===== src/rtl/phy_seq_pkg.sv =====
package phy_seq_pkg;

    typedef enum logic [4:0] {
        S_IDLE,
        S_RST_LO,
        S_SD_ON,
        S_CLK_OFF,
        S_TCLR_LO,
        S_TCLR_HI,
        S_TCLR_END,
        S_CFG,
        S_SD_OFF,
        S_RST_REL,
        S_STOP_LD,
        S_CLK_ON,
        S_LANE_LD,
        S_POLL,
        S_UP,
        S_FAIL,
        S_DN_RST_LO,
        S_DN_SD_ON,
        S_DN_RST_HI
    } seq_state_e;

    typedef struct packed {
        logic shutdown_n;
        logic rst_n;
        logic clk_en;
        logic test_clr;
    } phy_pins_t;

endpackage


===== src/rtl/phy_lock_sync.sv =====
module phy_lock_sync #(
    parameter int STAGES = 2
) (
    input  logic clk,
    input  logic rst_n,
    input  logic async_i,
    output logic sync_o
);
    logic [STAGES-1:0] chain_q;

    generate
        for (genvar g = 0; g < STAGES; g++) begin : g_stage
            if (g == 0) begin : g_first
                always_ff @(posedge clk or negedge rst_n) begin
                    if (!rst_n) chain_q[g] <= 1'b0;
                    else        chain_q[g] <= async_i;
                end
            end else begin : g_next
                always_ff @(posedge clk or negedge rst_n) begin
                    if (!rst_n) chain_q[g] <= 1'b0;
                    else        chain_q[g] <= chain_q[g-1];
                end
            end
        end
    endgenerate

    assign sync_o = chain_q[STAGES-1];
endmodule


===== src/rtl/phy_poll_timer.sv =====
module phy_poll_timer #(
    parameter int INTERVAL = 64,
    parameter int LIMIT    = 50000
) (
    input  logic clk,
    input  logic rst_n,
    input  logic run_i,
    output logic tick_o,
    output logic last_o
);
    localparam int IW = (INTERVAL > 1) ? $clog2(INTERVAL) : 1;
    localparam int LW = $clog2(LIMIT + 1);

    logic [IW-1:0] ivl_q;
    logic [LW-1:0] polls_q;

    assign tick_o = run_i && (ivl_q == IW'(INTERVAL - 1));
    assign last_o = (polls_q == LW'(LIMIT - 1));

    always_ff @(posedge clk or negedge rst_n) begin
        if (!rst_n) begin
            ivl_q   <= '0;
            polls_q <= '0;
        end else if (!run_i) begin
            ivl_q   <= '0;
            polls_q <= '0;
        end else if (tick_o) begin
            ivl_q   <= '0;
            polls_q <= polls_q + 1'b1;
        end else begin
            ivl_q   <= ivl_q + 1'b1;
        end
    end
endmodule


===== src/rtl/phy_pwrup_seq.sv =====
module phy_pwrup_seq
    import phy_seq_pkg::*;
#(
    parameter int          LANE_W        = 2,
    parameter int          STOP_W        = 8,
    parameter logic [7:0]  STOP_TIME     = 8'h1C,
    parameter int          POLL_INTERVAL = 64,
    parameter int          POLL_LIMIT    = 50000,
    parameter int          SYNC_STAGES   = 2
) (
    input  logic              clk,
    input  logic              rst_n,
    input  logic              start_i,
    input  logic              stop_i,
    input  logic [LANE_W:0]   lanes_i,
    input  logic              cfg_done_i,
    input  logic              pll_lock_i,
    output logic              cfg_req_o,
    output logic              phy_shutdown_n_o,
    output logic              phy_rst_n_o,
    output logic              phy_clk_en_o,
    output logic              phy_test_clr_o,
    output logic [STOP_W-1:0] stop_time_o,
    output logic [LANE_W-1:0] lane_cnt_o,
    output logic              busy_o,
    output logic              done_o,
    output logic              timeout_o
);
    localparam logic [STOP_W-1:0] STOP_LOAD = STOP_W'(STOP_TIME);

    seq_state_e        state_q, state_d;
    phy_pins_t         pins_q;
    logic [STOP_W-1:0] stop_q;
    logic [LANE_W-1:0] lane_q;
    logic              lock_s;
    logic              poll_tick;
    logic              poll_last;

    phy_lock_sync #(.STAGES(SYNC_STAGES)) u_sync (
        .clk     (clk),
        .rst_n   (rst_n),
        .async_i (pll_lock_i),
        .sync_o  (lock_s)
    );

    phy_poll_timer #(.INTERVAL(POLL_INTERVAL), .LIMIT(POLL_LIMIT)) u_poll (
        .clk    (clk),
        .rst_n  (rst_n),
        .run_i  (state_q == S_POLL),
        .tick_o (poll_tick),
        .last_o (poll_last)
    );

    // state register
    always_ff @(posedge clk or negedge rst_n) begin
        if (!rst_n) state_q <= S_IDLE;
        else        state_q <= state_d;
    end

    // transitions
    always_comb begin
        state_d = state_q;
        unique case (state_q)
            S_IDLE:      if (start_i) state_d = S_RST_LO;
            S_RST_LO:    state_d = S_SD_ON;
            S_SD_ON:     state_d = S_CLK_OFF;
            S_CLK_OFF:   state_d = S_TCLR_LO;
            S_TCLR_LO:   state_d = S_TCLR_HI;
            S_TCLR_HI:   state_d = S_TCLR_END;
            S_TCLR_END:  state_d = S_CFG;
            S_CFG:       if (cfg_done_i) state_d = S_SD_OFF;
            S_SD_OFF:    state_d = S_RST_REL;
            S_RST_REL:   state_d = S_STOP_LD;
            S_STOP_LD:   state_d = S_CLK_ON;
            S_CLK_ON:    state_d = S_LANE_LD;
            S_LANE_LD:   state_d = S_POLL;
            S_POLL: begin
                if (poll_tick && lock_s)         state_d = S_UP;
                else if (poll_tick && poll_last) state_d = S_FAIL;
            end
            S_UP, S_FAIL: if (stop_i) state_d = S_DN_RST_LO;
            S_DN_RST_LO: state_d = S_DN_SD_ON;
            S_DN_SD_ON:  state_d = S_DN_RST_HI;
            S_DN_RST_HI: state_d = S_IDLE;
            default:     state_d = S_IDLE;
        endcase
    end

    // registered output actions, one per state
    always_ff @(posedge clk or negedge rst_n) begin
        if (!rst_n) begin
            pins_q <= '0;
            stop_q <= '0;
            lane_q <= '0;
        end else begin
            unique case (state_q)
                S_RST_LO, S_DN_RST_LO:  pins_q.rst_n      <= 1'b0;
                S_SD_ON, S_DN_SD_ON:    pins_q.shutdown_n <= 1'b0;
                S_CLK_OFF:              pins_q.clk_en     <= 1'b0;
                S_TCLR_LO, S_TCLR_END:  pins_q.test_clr   <= 1'b0;
                S_TCLR_HI:              pins_q.test_clr   <= 1'b1;
                S_SD_OFF:               pins_q.shutdown_n <= 1'b1;
                S_RST_REL, S_DN_RST_HI: pins_q.rst_n      <= 1'b1;
                S_STOP_LD:              stop_q            <= STOP_LOAD;
                S_CLK_ON:               pins_q.clk_en     <= 1'b1;
                S_LANE_LD:              lane_q            <= LANE_W'(lanes_i - 1'b1);
                default: ;
            endcase
        end
    end

    assign cfg_req_o        = (state_q == S_CFG);
    assign phy_shutdown_n_o = pins_q.shutdown_n;
    assign phy_rst_n_o      = pins_q.rst_n;
    assign phy_clk_en_o     = pins_q.clk_en;
    assign phy_test_clr_o   = pins_q.test_clr;
    assign stop_time_o      = stop_q;
    assign lane_cnt_o       = lane_q;
    assign busy_o           = (state_q != S_IDLE) && (state_q != S_UP) && (state_q != S_FAIL);
    assign done_o           = (state_q == S_UP);
    assign timeout_o        = (state_q == S_FAIL);
endmodule


===== config.mk =====
export PLATFORM = sky130hd
export DESIGN_NAME = phy_pwrup_seq
export DESIGN_NICKNAME = d
export VERILOG_FILES = /design/src/rtl/phy_seq_pkg.sv /design/src/rtl/phy_lock_sync.sv /design/src/rtl/phy_poll_timer.sv /design/src/rtl/phy_pwrup_seq.sv
export SDC_FILE = /design/constraint.sdc
export NUM_CORES = 1
export LEC_CHECK = 0
export ABC_AREA = 1
export BUFFER_PORTS_ARGS = -buffer_cell sky130_fd_sc_hd__buf_2
export CAP_MARGIN = 0
export CORE_MARGIN = 4
export CORE_UTILIZATION = 50
export DETAILED_ROUTE_END_ITERATION = 10
export PLACE_DENSITY = 0.84
export SYNTH_ARGS = -nofsm -noshare
export SYNTH_HDL_FRONTEND = slang
export SYNTH_HIERARCHICAL = 1
export SYNTH_SLANG_ARGS = --single-unit

===== constraint.sdc =====
create_clock -name clk -period 1.63 [get_ports clk]
set_input_delay 0.0815 -clock clk [delete_from_list [all_inputs] [get_ports clk]]
set_output_delay 0.0815 -clock clk [all_outputs]
set_load 0.02 [all_outputs]

==> results.sh, run 1 <==
export IMPL_status="completed"
export IMPL_startpoint="state_q[4]"
export IMPL_worstPathRequired_ns=1.55
export IMPL_yosys_top_cells_area="dfrtp_1, nand2_1, nor2_1"
export IMPL_p_comb_share_pct=40.0
export IMPL_first_pass_iters=5
export IMPL_critical_path_class="flip-flop to output port"
export IMPL_die_y_um=74.0
export IMPL_cts_max_path_buffers=2
export IMPL_min_period_over_period_pct=93.7
export IMPL_place_inst=366
export IMPL_fin_util_pct=62.1
export IMPL_internal_power_mw=1.90
export IMPL_fmax_ghz=0.655
export IMPL_vdd_drop_max_v=0.000677
export IMPL_ys_ff_latch=36
export IMPL_rows=23
export IMPL_final_layout_size_suffix_gt1_share_pct=23.9
export IMPL_async_reset_ff_share_pct=100
export IMPL_critPathMaxFanout=12
export IMPL_min_period_ns=1.53
export IMPL_clk_latency_ns=0.29
export IMPL_drc=0
export IMPL_synthesis_instances=292
export IMPL_instances_no_fill=380
export IMPL_hold_violations=0
export IMPL_dieArea_mm2=0.00548
export IMPL_finalSetupViolCount=0
export IMPL_netlist_area_mm2=0.00218
export IMPL_core_area_mm2=0.00412
export IMPL_top_layer_used="met4"
export IMPL_grt_pass1_wl_mm=7.85
export IMPL_cts_tree="yes"
export IMPL_nets=340
export IMPL_ys_warn_count=6
export IMPL_powerDensity_mw_per_mm2=1240
export IMPL_fin_area_mm2=0.00256
export IMPL_cts_htree_levels=2
export IMPL_dr_wl_met3_um=301
export IMPL_clk_pin_slew_ns=0.08
export IMPL_p_switching_mw=1.27
export IMPL_diodes=0
export IMPL_m1WireLength_mm=2.00
export IMPL_cts_num_sinks=36
export IMPL_min_from="lanes_i[0]"
export IMPL_dp_hpwl_mm=3.40
export IMPL_ys_types=30
export IMPL_grt_start_max_net_pins=37
export IMPL_p_sw_share_pct=40.0
export IMPL_hold_depth=2
export IMPL_antenna_left=0
export IMPL_r2r_start="state_q[4]"
export IMPL_cts_root_buf="clkbuf_8"
export IMPL_drv_slew=0
export IMPL_vias_per_cell=5.27
export IMPL_dpl_cell_area_mm2=0.00234
export IMPL_max_stage_delay_ns=0.44
export IMPL_crit_slowest_cell="dfrtp_1"
export IMPL_cts_buffers=5
export IMPL_hold_path_class="primary input to flip-flop"
export IMPL_end_kind="output port"
export IMPL_grt_pass1_vias=1842
export IMPL_met2_length_mm=2.48
export IMPL_io_pin_count=27
export IMPL_max_cap_violations=0
export IMPL_antenna_found_initial=0
export IMPL_syn2layout_area_growth_pct=17.3
export IMPL_vias=2001
export IMPL_grt_overflow_total=0
export IMPL_drt_iter0_markers=172
export IMPL_track_usage_pct=18.2
export IMPL_p_leak_nw=1.28
export IMPL_synth_top_area_cell="dfrtp_1"
export IMPL_fin_skew_ns=0.00829
export IMPL_synth_most_common_cell="nand2_1"
export IMPL_layout_setup_ws_ns=0.103
export IMPL_fp_dieW_um=74.0
export IMPL_finalPower_mw=3.16
export IMPL_wire_per_inst_um=12.6
export IMPL_initial_utilization_pct=53.0
export IMPL_place_ws_ns=0.0449
export IMPL_yosysSeqAreaShare_pct=41.3
export IMPL_hold_slack_ns=0.0276
export IMPL_startpoint_type="flip-flop"
export IMPL_finalSetupTns_ns=0
export IMPL_power_frac_seq_pct=35.9
export IMPL_synthTopCellsByCount="nand2_1, nor2_1, dfrtp_1"
export IMPL_reg2reg_depth=8
export IMPL_io_buffer_count=20
export IMPL_avgSynthCellArea_um2=7.47
export IMPL_drt_wl_total_mm=4.80
export IMPL_gp_congestion=0.899
export IMPL_synth_edf_count=0
export IMPL_ys_flop_type="dfrtp_1"
export IMPL_path_cells="inv_2, buf_4, nand3_1, nor2_1, buf_2"
export IMPL_synth_top_cell_area_share_pct=41.3
export IMPL_arrival_ns=1.45
export IMPL_p_clk_share_pct=24.1
## worst paths after layout
kind / endpoint / slack (ns)
worst max-delay path: done_o / 0.10
worst min-delay path: lane_cnt_o[0] / 0.03
worst max register to register: u_poll/ivl_q[2] / 0.13
worst min register to register: u_sync/sync_o / 0.37
max in group asynchronous: u_poll/polls_q[4] / 0.94
min in group asynchronous: u_poll/polls_q[9] / 0.36
## layout make-up
type,count,area (um^2)
timing repair buffer,36,229
tap,50,62.6
clock buffer,6,72.6
clock inverter,2,35.0
sequential,36,905
inverter,29,109
fill,362,1560
multi-input combinational,221,1140
## timing repair
action                                  in CTS  in global routing
hold endpoints to repair                    37                  0
setup buffers                                0                  4
endpoints found under the setup margin       0                  7
hold buffers                                 2                  0
resized for setup                            0                 13
## registers in the layout (all words and copies together), names as in the netlist
name	cells
u_poll/ivl_q	6
u_sync/sync_o	1
u_sync/chain_q	1
phy_shutdown_n_o	1
phy_clk_en_o	1
phy_rst_n_o	1
state_q	5
u_poll/polls_q	16
stop_time_o	1
lane_cnt_o	2
phy_test_clr_o	1
## layer usage
layer  vias to the layer above  track usage [%]
met4                         0             6.04
met3                         4             3.92
met2                        63             31.3
li1                       1001                -
met5                         -                0
met1                       933             22.8
## cell families after synthesis
group / count (synthesis) / share of synthesized area (%)
and+or+nand+nor: 182 / 40.2
buffers and inverters: 39 / 9.06
DFF: 36 / 41.3
AOI/OAI and AO/OA: 30 / 7.34
xor gates and xnor gates: 2 / 0.803
adders and majority gates: 2 / 1.15
other: 1 / 0.172
## worst max-delay path, delay by kind of cell, from the launching register on
family	cells	cell delay, ns
DFF	1	0.44
buffers and inverters	3	0.43
and+or+nand+nor	2	0.28
## power by group through the flow
stage / combinational [mW] / clock [mW] / sequential [mW]
6_report: 1.26 / 0.763 / 1.14
2_1_floorplan: 0.812 / 0 / 1.25
5_1_grt: 1.41 / 0.812 / 1.15
4_1_cts: 1.23 / 0.782 / 1.13
3_3_place_gp: 1.19 / 0 / 1.14
3_5_place_dp: 1.22 / 0 / 1.14
## cell usage in the layout (no fill, tap or decap), types with 6 or more instances in the layout
master,Yosys,final
nand2_1,79,79
a21oi_1,13,13
nand2_2,6,6
buf_4,7,13
nor2_1,43,42
nor2_4,4,7
dfrtp_1,36,33
inv_1,24,24
nand3_1,22,22
o21ai_0,11,11
buf_2,0,20
(Power assumes the default switching activity.)
==> run 2, diff against run 1 <==
SYNTH_HIERARCHICAL = unset   (was 1)
==> results.sh, run 2 <==
export IMPL_hold_path_class="primary input to flip-flop"
export IMPL_reg_top3="u_poll.polls_q (16), u_poll.ivl_q (6), state_q (5)"
export IMPL_dieArea_mm2=0.00556
export IMPL_nets=342
export IMPL_cts_tree="yes"
export IMPL_largest_reg_flops=16
export IMPL_cts_root_buf="clkbuf_8"
export IMPL_synthMuxAreaShare_pct=0
export IMPL_clk_pin_slew_ns=0.06
export IMPL_final_layout_size_suffix_gt1_share_pct=18.5
export IMPL_busiest_layer="met2"
export IMPL_reg2reg_slack_ns=0.11
export IMPL_dp_hpwl_mm=3.44
export IMPL_synthTopCellsByCount="nand2_1, inv_1, dfrtp_1"
export IMPL_avgSynthCellArea_um2=7.37
export IMPL_io_buffer_count=20
export IMPL_grt_overflow_total=0
export IMPL_fin_area_mm2=0.00250
export IMPL_p_leak_nw=1.27
export IMPL_yosys_top_cells_area="dfrtp_1, nand2_1, inv_1"
export IMPL_finalSetupTns_ns=0
export IMPL_synth_xor_area_share_pct=1.19
export IMPL_startpoint_type="flip-flop"
export IMPL_track_usage_pct=18.2
export IMPL_min_period_ns=1.52
export IMPL_die_y_um=74.6
export IMPL_whs_endpoint="lane_cnt_o[0]"
export IMPL_gp_congestion=0.956
export IMPL_grtUsageMet2_pct=28.2
export IMPL_place_inst=370
export IMPL_use_met1_pct=25.1
export IMPL_yosysSeqAreaShare_pct=40.6
export IMPL_hold_violations=0
export IMPL_cts_buffers=5
export IMPL_drc=0
export IMPL_worstPathRequired_ns=1.80
export IMPL_instances_no_fill=379
export IMPL_drt_wl_total_mm=4.51
export IMPL_synthesis_instances=301
export IMPL_async_reset_ff_share_pct=100
export IMPL_synth_top_family_by_area="simple AND/OR/NAND/NOR gates"
export IMPL_antenna_left=0
export IMPL_first_pass_iters=5
export IMPL_synth_top_cell_area_share_pct=40.6
export IMPL_ys_flop_type="dfrtp_1"
export IMPL_fmax_ghz=0.659
export IMPL_initial_utilization_pct=53.5
export IMPL_layout_commonest_cell="nand2_1"
export IMPL_end_kind="flip-flop"
export IMPL_synth_edf_count=0
export IMPL_layout_common_cells="nand2_1, inv_1, nor2_1"
export IMPL_yosys_area_share_simple_pct=38.3
export IMPL_min_period_over_period_pct=93.1
export IMPL_max_cap_violations=0
export IMPL_cts_htree_levels=2
export IMPL_drv_slew=0
export IMPL_critPathMaxFanout=7
export IMPL_drt_iter0_markers=152
export IMPL_synth_most_common_cell="nand2_1"
export IMPL_vdd_drop_max_v=0.000826
export IMPL_powerDensity_mw_per_mm2=1140
export IMPL_r2r_start="u_poll.ivl_q[0]"
export IMPL_diodes=0
export IMPL_clk_latency_ns=0.28
export IMPL_finalPower_mw=2.85
export IMPL_synth_adder_area_share_pct=1.13
export IMPL_ys_ff_latch=36
export IMPL_dpl_cell_area_mm2=0.00236
export IMPL_reg2reg_depth=9
export IMPL_grt_start_max_net_pins=37
export IMPL_wire_per_inst_um=11.9
export IMPL_r2r_end="u_poll.polls_q[6]"
export IMPL_ys_types=33
export IMPL_hold_depth=2
export IMPL_finalSetupViolCount=0
export IMPL_min_from="lanes_i[0]"
export IMPL_fin_util_pct=60.4
export IMPL_grt_pass1_wl_mm=7.82
export IMPL_grt_pass1_vias=1784
export IMPL_fin_skew_ns=0.00449
export IMPL_arrival_ns=1.69
export IMPL_ys_warn_count=0
export IMPL_cts_max_path_buffers=2
export IMPL_synth_top_area_cell="dfrtp_1"
export IMPL_cts_num_sinks=36
export IMPL_netlist_area_mm2=0.00222
export IMPL_vias=1978
export IMPL_critical_path_class="flip-flop to flip-flop"
export IMPL_core_area_mm2=0.00414
export IMPL_use_met3_pct=4.05
export IMPL_top_register="u_poll.polls_q"
export IMPL_syn2layout_area_growth_pct=13.0
export IMPL_io_pin_count=27
export IMPL_fp_dieW_um=74.6
export IMPL_antenna_found_initial=0
export IMPL_status="completed"
export IMPL_synth_compound_area_share_pct=7.00
export IMPL_vias_per_cell=5.22
export IMPL_rows=23
run 2: worst max-delay path: stages, from the launching register on:
cell and delay, ns:
dfrtp_1 0.41, ha_4 0.17, nand3_4 0.10, nor2_4 0.18
buf_12 0.14, nand2_1 0.07, nor2_2 0.13, a21oi_1 0.07
o21ai_0 0.08, inv_1 0.05
run 2: stage by stage:
| step | hold WS [ns] | worst slack, ns |
|---|---|---|
| global route | 0.0532 | -0.00244 |
| detailed placement | 0.145 | 0.0195 |
| finish | 0.0318 | 0.112 |
| CTS | 0.0388 | 0.0133 |
| global placement | 0.142 | 0.106 |
| floorplan | -0.214 | 0.218 |
run 2: worst max-delay path by stage:
stage,start,endpoint,cells after the start
2_1_floorplan,u_poll.ivl_q[0],u_poll.polls_q[10],9
3_3_place_gp,u_poll.ivl_q[0],state_q[2],10
3_5_place_dp,u_poll.ivl_q[0],u_poll.polls_q[6],9
4_1_cts,u_poll.ivl_q[0],u_poll.polls_q[6],9
5_1_grt,u_poll.ivl_q[0],u_poll.polls_q[6],9
6_report,u_poll.ivl_q[0],u_poll.polls_q[6],9
run 2: layer usage:
layer / up-vias / part of all wire [%]
li1: 1018 / -
met2: 58 / 46
met5: - / 0
met4: 0 / 1.5
met1: 895 / 46
met3: 7 / 6.1
run 2: area by class of cell:
cell class	count	area [um^2]
flip-flops and latches	36	905
well taps	50	62.6
fillers	366	1640
multi-input cells	214	1110
clock buffers	5	68.8
repair buffers	29	185
inverters	45	176
run 2: kinds of logic after synthesis:
logic type / Yosys count
and+or+nand+nor: 177
buffers and inverters: 55
DFF: 36
AOI/OAI and AO/OA: 27
xor gates and xnor gates: 3
adders and majority gates: 2
other: 1
run 2: timing repair:
action | in CTS | in global routing
setup endpoints to repair | 0 | 10
setup buffers | 0 | 2
hold buffers | 2 | 0
resized for setup | 0 | 9
hold endpoints to repair | 37 | 0
run 2: power breakdown:
group	switching [mW]	internal, mW	total [mW]
clock network	0.278	0.275	0.553
logic	0.753	0.371	1.12
registers	0.138	1.03	1.17
total	1.17	1.68	2.85
